## config.mk

```make
export PLATFORM = sky130hd
export DESIGN_NAME = gpio_port_ctrl
export DESIGN_NICKNAME = d
export VERILOG_FILES = /design/src/rtl/gpio_pkg.sv /design/src/rtl/gpio_sync.sv /design/src/rtl/gpio_out_latch.sv /design/src/rtl/gpio_irq_unit.sv /design/src/rtl/gpio_port_ctrl.sv
export SDC_FILE = /design/constraint.sdc
export NUM_CORES = 1
export LEC_CHECK = 0
export BUFFER_PORTS_ARGS = -buffer_cell sky130_fd_sc_hd__buf_2
export CAP_MARGIN = 40
export CORE_ASPECT_RATIO = 0.6
export CORE_UTILIZATION = 33
export CTS_BUF_LIST = sky130_fd_sc_hd__clkbuf_8
export DETAILED_ROUTE_END_ITERATION = 7
export PLACE_DENSITY = 0.58
export SETUP_SLACK_MARGIN = 0.15
export SLEW_MARGIN = 40
export SYNTH_ARGS = -nofsm -noshare
export SYNTH_HDL_FRONTEND = slang
export SYNTH_SLANG_ARGS = --single-unit
```

## constraint.sdc

```tcl
create_clock -name clk -period 6.2 [get_ports clk]
set_input_delay 1.86 -clock clk [delete_from_list [all_inputs] [get_ports clk]]
set_output_delay 1.86 -clock clk [all_outputs]
set_load 0.01 [all_outputs]
```

## src/rtl/gpio_pkg.sv

```systemverilog
package gpio_pkg;
   localparam int REG_W = 32;
   localparam int SEL_W = 4;

   typedef enum logic [SEL_W-1:0] {
      SEL_PIN   = 4'd0,
      SEL_OUT   = 4'd1,
      SEL_SET   = 4'd2,
      SEL_CLR   = 4'd3,
      SEL_INV   = 4'd4,
      SEL_MASK  = 4'd5,
      SEL_DIR   = 4'd6,
      SEL_SENSE = 4'd7,
      SEL_BOTH  = 4'd8,
      SEL_POL   = 4'd9,
      SEL_IEN   = 4'd10,
      SEL_RAW   = 4'd11,
      SEL_MSTAT = 4'd12,
      SEL_ICLR  = 4'd13
   } reg_sel_e;
endpackage

```

## src/rtl/gpio_sync.sv

```systemverilog
module gpio_sync #(
   parameter int W      = 32,
   parameter int STAGES = 2
) (
   input  logic         clk,
   input  logic         rst_n,
   input  logic [W-1:0] d,
   output logic [W-1:0] q
);
   if (STAGES < 2) begin : g_bad_stages
      $error("gpio_sync: STAGES must be at least 2");
   end

   logic [W-1:0] chain [STAGES];

   always_ff @(posedge clk or negedge rst_n) begin
      if (!rst_n) begin
         for (int k = 0; k < STAGES; k++) chain[k] <= '0;
      end else begin
         chain[0] <= d;
         for (int k = 1; k < STAGES; k++) chain[k] <= chain[k-1];
      end
   end

   assign q = chain[STAGES-1];
endmodule

```

## src/rtl/gpio_out_latch.sv

```systemverilog
module gpio_out_latch #(
   parameter int W = 32
) (
   input  logic         clk,
   input  logic         rst_n,
   input  logic         we_load,
   input  logic         we_set,
   input  logic         we_clr,
   input  logic         we_tgl,
   input  logic [W-1:0] d,
   input  logic [W-1:0] mask,
   output logic [W-1:0] q
);
   logic [W-1:0] sel_bits;
   logic [W-1:0] q_next;

   assign sel_bits = d & mask;

   always_comb begin
      q_next = q;
      if (we_load)     q_next = (q & ~mask) | sel_bits;
      else if (we_set) q_next = q | sel_bits;
      else if (we_clr) q_next = q & ~sel_bits;
      else if (we_tgl) q_next = q ^ sel_bits;
   end

   always_ff @(posedge clk or negedge rst_n) begin
      if (!rst_n) q <= '0;
      else        q <= q_next;
   end
endmodule

```

## src/rtl/gpio_irq_unit.sv

```systemverilog
module gpio_irq_unit #(
   parameter int W = 32
) (
   input  logic         clk,
   input  logic         rst_n,
   input  logic [W-1:0] pin_s,
   input  logic [W-1:0] sense,
   input  logic [W-1:0] both,
   input  logic [W-1:0] pol,
   input  logic [W-1:0] ien,
   input  logic         clr_we,
   input  logic [W-1:0] clr_bits,
   output logic [W-1:0] raw,
   output logic [W-1:0] mstat,
   output logic         irq
);
   logic [W-1:0] pin_d;

   always_ff @(posedge clk or negedge rst_n) begin
      if (!rst_n) pin_d <= '0;
      else        pin_d <= pin_s;
   end

   for (genvar i = 0; i < W; i++) begin : g_pin
      logic rise, fall, hit, edge_q;

      assign rise = pin_s[i] & ~pin_d[i];
      assign fall = ~pin_s[i] & pin_d[i];
      assign hit  = ~sense[i] & (both[i] ? (rise | fall) : (pol[i] ? rise : fall));

      // a new event wins over a clear arriving in the same cycle
      always_ff @(posedge clk or negedge rst_n) begin
         if (!rst_n)                     edge_q <= 1'b0;
         else if (hit)                   edge_q <= 1'b1;
         else if (clr_we && clr_bits[i]) edge_q <= 1'b0;
      end

      assign raw[i] = sense[i] ? (pin_s[i] ~^ pol[i]) : edge_q;
   end

   assign mstat = raw & ien;
   assign irq   = |mstat;
endmodule

```

## src/rtl/gpio_port_ctrl.sv

```systemverilog
module gpio_port_ctrl
   import gpio_pkg::*;
#(
   parameter int NUM_PINS    = 32,
   parameter int SYNC_STAGES = 2
) (
   input  logic                 clk,
   input  logic                 rst_n,
   input  logic [SEL_W-1:0]     addr,
   input  logic                 wr_en,
   input  logic [REG_W-1:0]     wdata,
   output logic [REG_W-1:0]     rd_data,
   input  logic [NUM_PINS-1:0]  pin_i,
   output logic [NUM_PINS-1:0]  pin_o,
   output logic [NUM_PINS-1:0]  pin_oe,
   output logic                 irq_o
);
   localparam int PAD_W = REG_W - NUM_PINS;

   if (NUM_PINS < 1 || NUM_PINS > REG_W) begin : g_bad_pins
      $error("gpio_port_ctrl: NUM_PINS must be 1 to 32");
   end

   logic [NUM_PINS-1:0] wd;
   logic [NUM_PINS-1:0] mask_q, dir_q, sense_q, both_q, pol_q, ien_q;
   logic [NUM_PINS-1:0] pin_s, raw, mstat;
   logic [NUM_PINS-1:0] rd_core;
   logic we_out, we_set, we_clr, we_inv, we_mask, we_dir;
   logic we_sense, we_both, we_pol, we_ien, we_iclr;

   assign wd = wdata[NUM_PINS-1:0];

   assign we_out   = wr_en && (addr == SEL_OUT);
   assign we_set   = wr_en && (addr == SEL_SET);
   assign we_clr   = wr_en && (addr == SEL_CLR);
   assign we_inv   = wr_en && (addr == SEL_INV);
   assign we_mask  = wr_en && (addr == SEL_MASK);
   assign we_dir   = wr_en && (addr == SEL_DIR);
   assign we_sense = wr_en && (addr == SEL_SENSE);
   assign we_both  = wr_en && (addr == SEL_BOTH);
   assign we_pol   = wr_en && (addr == SEL_POL);
   assign we_ien   = wr_en && (addr == SEL_IEN);
   assign we_iclr  = wr_en && (addr == SEL_ICLR);

   always_ff @(posedge clk or negedge rst_n) begin
      if (!rst_n) begin
         mask_q  <= '1;
         dir_q   <= '0;
         sense_q <= '0;
         both_q  <= '0;
         pol_q   <= '0;
         ien_q   <= '0;
      end else begin
         if (we_mask)  mask_q  <= wd;
         if (we_dir)   dir_q   <= wd;
         if (we_sense) sense_q <= wd;
         if (we_both)  both_q  <= wd;
         if (we_pol)   pol_q   <= wd;
         if (we_ien)   ien_q   <= wd;
      end
   end

   gpio_sync #(.W(NUM_PINS), .STAGES(SYNC_STAGES)) u_sync (
      .clk   (clk),
      .rst_n (rst_n),
      .d     (pin_i),
      .q     (pin_s)
   );

   gpio_out_latch #(.W(NUM_PINS)) u_latch (
      .clk     (clk),
      .rst_n   (rst_n),
      .we_load (we_out),
      .we_set  (we_set),
      .we_clr  (we_clr),
      .we_tgl  (we_inv),
      .d       (wd),
      .mask    (mask_q),
      .q       (pin_o)
   );

   gpio_irq_unit #(.W(NUM_PINS)) u_irq (
      .clk      (clk),
      .rst_n    (rst_n),
      .pin_s    (pin_s),
      .sense    (sense_q),
      .both     (both_q),
      .pol      (pol_q),
      .ien      (ien_q),
      .clr_we   (we_iclr),
      .clr_bits (wd),
      .raw      (raw),
      .mstat    (mstat),
      .irq      (irq_o)
   );

   assign pin_oe = dir_q;

   always_comb begin
      unique case (addr)
         SEL_PIN:   rd_core = pin_s & mask_q;
         SEL_OUT:   rd_core = pin_o;
         SEL_MASK:  rd_core = mask_q;
         SEL_DIR:   rd_core = dir_q;
         SEL_SENSE: rd_core = sense_q;
         SEL_BOTH:  rd_core = both_q;
         SEL_POL:   rd_core = pol_q;
         SEL_IEN:   rd_core = ien_q;
         SEL_RAW:   rd_core = raw;
         SEL_MSTAT: rd_core = mstat;
         default:   rd_core = '0;
      endcase
   end

   if (PAD_W > 0) begin : g_pad
      assign rd_data = {{PAD_W{1'b0}}, rd_core};
   end else begin : g_full
      assign rd_data = rd_core;
   end
endmodule

```

==> flow_metrics.tcl <==
set metrics [dict create \
    holdBufCountCts 0 \
    root_buffer "clkbuf_8" \
    yosysSeqAreaShare_pct 46.2 \
    syn_area_um2 19200 \
    drive_gt1_share_pct 28.8 \
    fillers 5435 \
    io_pins 168 \
    setup_slack_ns 0.438 \
    cts_tree "done" \
    tightest_slew_ns 0.808 \
    r2r-start "mask_q[1]" \
    slowest_stage "and4bb_2" \
    grt_setup_unrepaired "no" \
    numPortBuffers 167 \
    worst-path-buf-inv 3 \
    drtPass1Iterations 6 \
    floorplan.core_area_um2 56600 \
    internal_power_mw 4.93 \
    routed_wl_um 62700 \
    clk_latency_ns 0.64 \
    setup_viol 0 \
    reg2reg_slack_ns 4.60 \
    grt_start_max_net_pins 105 \
    p_leak_nw 10.2 \
    finalMaxSlewViolations 0 \
    gp_congestion 0.853 \
    vias 14700 \
    maxSlewHeadroom_pct 45.9 \
    max_freq_mhz 174 \
    min_period_ns 5.76 \
    crit_chain "buf_2 > and4bb_2 > buf_4 > a22oi_1 > nand4_1 > buf_2" \
    grt_overflow 0 \
    initial_core_util_pct 33.9 \
    grt_pass1_wl_um 94500 \
    crit_type "primary input to output port" \
    setup-tns-final_ns 0 \
    synth_nets 1941 \
    hold_class "flop to flop" \
    ir_worst_vdd_mv 0.154 \
    htree_levels 2 \
    worstPathArrival_ns 3.90 \
    post-dp-hpwl_um 41400 \
    path_max_fanout 22 \
    dieArea_um2 59100 \
    rows 67 \
    hold_path_end "u_sync.q[11]" \
    hold_viol_final 0 \
    seqPwrFrac_pct 45.0 \
    hold_depth 0 \
    fin_crit_sh_pct 92.9 \
    die_w_um 313 \
    cts_buffers 58 \
    seq_area_um2 8850 \
    path_common_cell "buf_2" \
    grt_use_total_pct 21.0 \
    cp_slowest_stage_delay_ns 0.83 \
    yosysTopAreaCell "dfrtp_1" \
    synth_cell_types 46 \
    drtAntennaViolNets 0 \
    grt_pass1_vias 14900 \
    die_h_um 189 \
    path_clk_slew_ns 0.06 \
    drc 0 \
    status "completed" \
    synth_area_leaders "dfrtp_1, mux2_2, ha_1" \
    pwr_density_cell_nw_per_um2 340 \
    critPathTopFamily "simple AND/OR/NAND/NOR gates" \
    routedWlPerCell_um 23.2 \
    p_sw_mw 2.60 \
    synth_cells 1742 \
    yosys_most_used_dff "dfrtp_1" \
    synth_seq_cells 352 \
    r2r_cells 7 \
    yosysWarnings 0 \
    clock-sinks 352 \
    multiInputGateArea_um2 9400 \
    synth-edff-count 0 \
    startpoint_type "primary input" \
    skew_ns 0.0266 \
    synthDominantCellAreaShare_pct 41.8 \
    post_cts_buffers 0 \
    vias_per_cell 5.45 \
    hold_start "u_sync.chain[43]" \
    async_flop_share_pct 100 \
    place_ws_ns 0.444 \
    cts_buffer_depth 3 \
    combPwrFrac_pct 25.3 \
    fin_nets 2085 \
    crit_start "addr[1]" \
    max-cap-violations 0 \
    p_sw_share_pct 34.5 \
    antenna_found_initial 5 \
    clkPwrFrac_pct 29.7 \
    syn-mean-instance-area_um2 11.0 \
    cp_data_required_time_ns 4.34 \
    setup.worst_path.end_class "output port" \
    dr.first_iter.drc_count 1278 \
    total_power_mw 7.52 \
    areaGrowthSynthToFinish_pct 15.3 \
    ctsResizeCount 0 \
]
cells in the mapped netlist, types with 2 or more instances:
| cell type | number |
|---|---|
| nand2_2 | 3 |
| nor3_1 | 2 |
| and4b_1 | 2 |
| ha_1 | 128 |
| a21o_1 | 27 |
| nand4_1 | 41 |
| nor2b_1 | 4 |
| o21ai_0 | 127 |
| buf_6 | 6 |
| a22oi_1 | 91 |
| dfrtp_1 | 320 |
| and4bb_2 | 3 |
| nor4b_4 | 2 |
| nor4_1 | 2 |
| clkbuf_1 | 61 |
| nor2_1 | 3 |
| mux2_4 | 27 |
| nand3b_1 | 26 |
| o21ai_1 | 32 |
| a22o_1 | 33 |
| mux2_2 | 192 |
| buf_4 | 14 |
| nand2_1 | 176 |
| o2111ai_1 | 5 |
| buf_2 | 38 |
| nand3_1 | 64 |
| mux2i_1 | 61 |
| dfstp_2 | 32 |
| inv_1 | 99 |
| a221oi_1 | 5 |
| mux2_1 | 4 |
| a21oi_1 | 41 |
| xnor2_1 | 32 |
| a2bb2oi_1 | 27 |
cell usage in the layout, fill, tap and decap left out, types with 32 or more instances in the layout:
cell        n
dfstp_2    32
a22oi_1    91
inv_1     121
mux2_2    192
ha_1      128
nand4_1    41
mux2i_1    61
buf_2     166
nand2_1   174
nand3_1    64
a21oi_1    41
dfrtp_1   320
xnor2_1    32
clkbuf_8   78
a22o_1     33
o21ai_1    32
o21ai_0   127
state kept, by name, summed over array words and instances (netlist names), named ones only:
signal	flops
pol_q	32
mask_q	32
u_sync.q	32
u_irq.g_pin.edge_q	32
u_irq.pin_d	32
ien_q	32
pin_oe	32
u_sync.chain	32
both_q	32
sense_q	32
worst register-to-register path, cell delays in order (launching register included):
cell	delay, ns
dfstp_2	0.58
nand2_1	0.09
ha_1	0.19
nand2_1	0.06
o21ai_0	0.09
mux2i_1	0.19
o21ai_1	0.09
a22o_1	0.20
area by class of cell:
cell class | instances | area share (%)
antenna | 5 | 0.0566
clock buffer | 78 | 4.86
clock inverter | 31 | 0.833
inverter | 99 | 1.68
multi-input combinational | 1172 | 42.5
sequential | 352 | 40.1
tap | 759 | 4.30
timing repair buffer | 203 | 5.66
metal layers:
layer  vias to the layer above  share of wire [%]  track usage [%]
met2                       595                 42             30.8
li1                       6541                  -                -
met5                         -              0.018                0
met1                      7477                 47             30.3
met3                        94                8.6             5.94
met4                         2                2.1             5.22
power by group through the flow:
| stage | clock network (mW) | registers, mW | logic (mW) |
|---|---|---|---|
| final | 2.23 | 3.38 | 1.91 |
| after global placement | 0 | 3.38 | 1.81 |
| after floorplan | 0 | 3.28 | 1.20 |
| after detailed placement | 0 | 3.40 | 1.92 |
| after global routing | 2.40 | 3.46 | 2.12 |
| after CTS | 2.29 | 3.37 | 1.92 |
stage by stage:
| step | util [%] | instance area (µm²) | hold slack [ns] | cells |
|---|---|---|---|---|
| 6_report | 39.0 | 22100 | 0.326 | 2699 |
| 5_1_grt | 39.0 | 22100 | 0.336 | 2694 |
| 4_1_cts | 39.0 | 22100 | 0.330 | 2693 |
| 3_5_place_dp | 36.8 | 20800 | 0.335 | 2584 |
| 3_3_place_gp | 36.6 | 20700 | 0.334 | 2581 |
| 2_1_floorplan | - | 19200 | 0.331 | 1742 |
worst max-delay path by stage:
stage | to | slack [ns] | cells after the start
after floorplan | rd_data[12] | 1.36 | 7
after global placement | rd_data[14] | 0.48 | 6
after detailed placement | rd_data[15] | 0.44 | 6
after CTS | rd_data[4] | 0.44 | 6
after global routing | rd_data[14] | 0.36 | 6
final | rd_data[15] | 0.44 | 6
cells by family after synthesis:
logic type	share of synthesized area [%]
compound gates	13.2
flops	46.2
simple gates	8.93
mux	16.8
buf+inv	5.03
fa+ha+maj	8.36
xor+xnor	1.46
No activity file was read; power rests on OpenSTA's default activity.
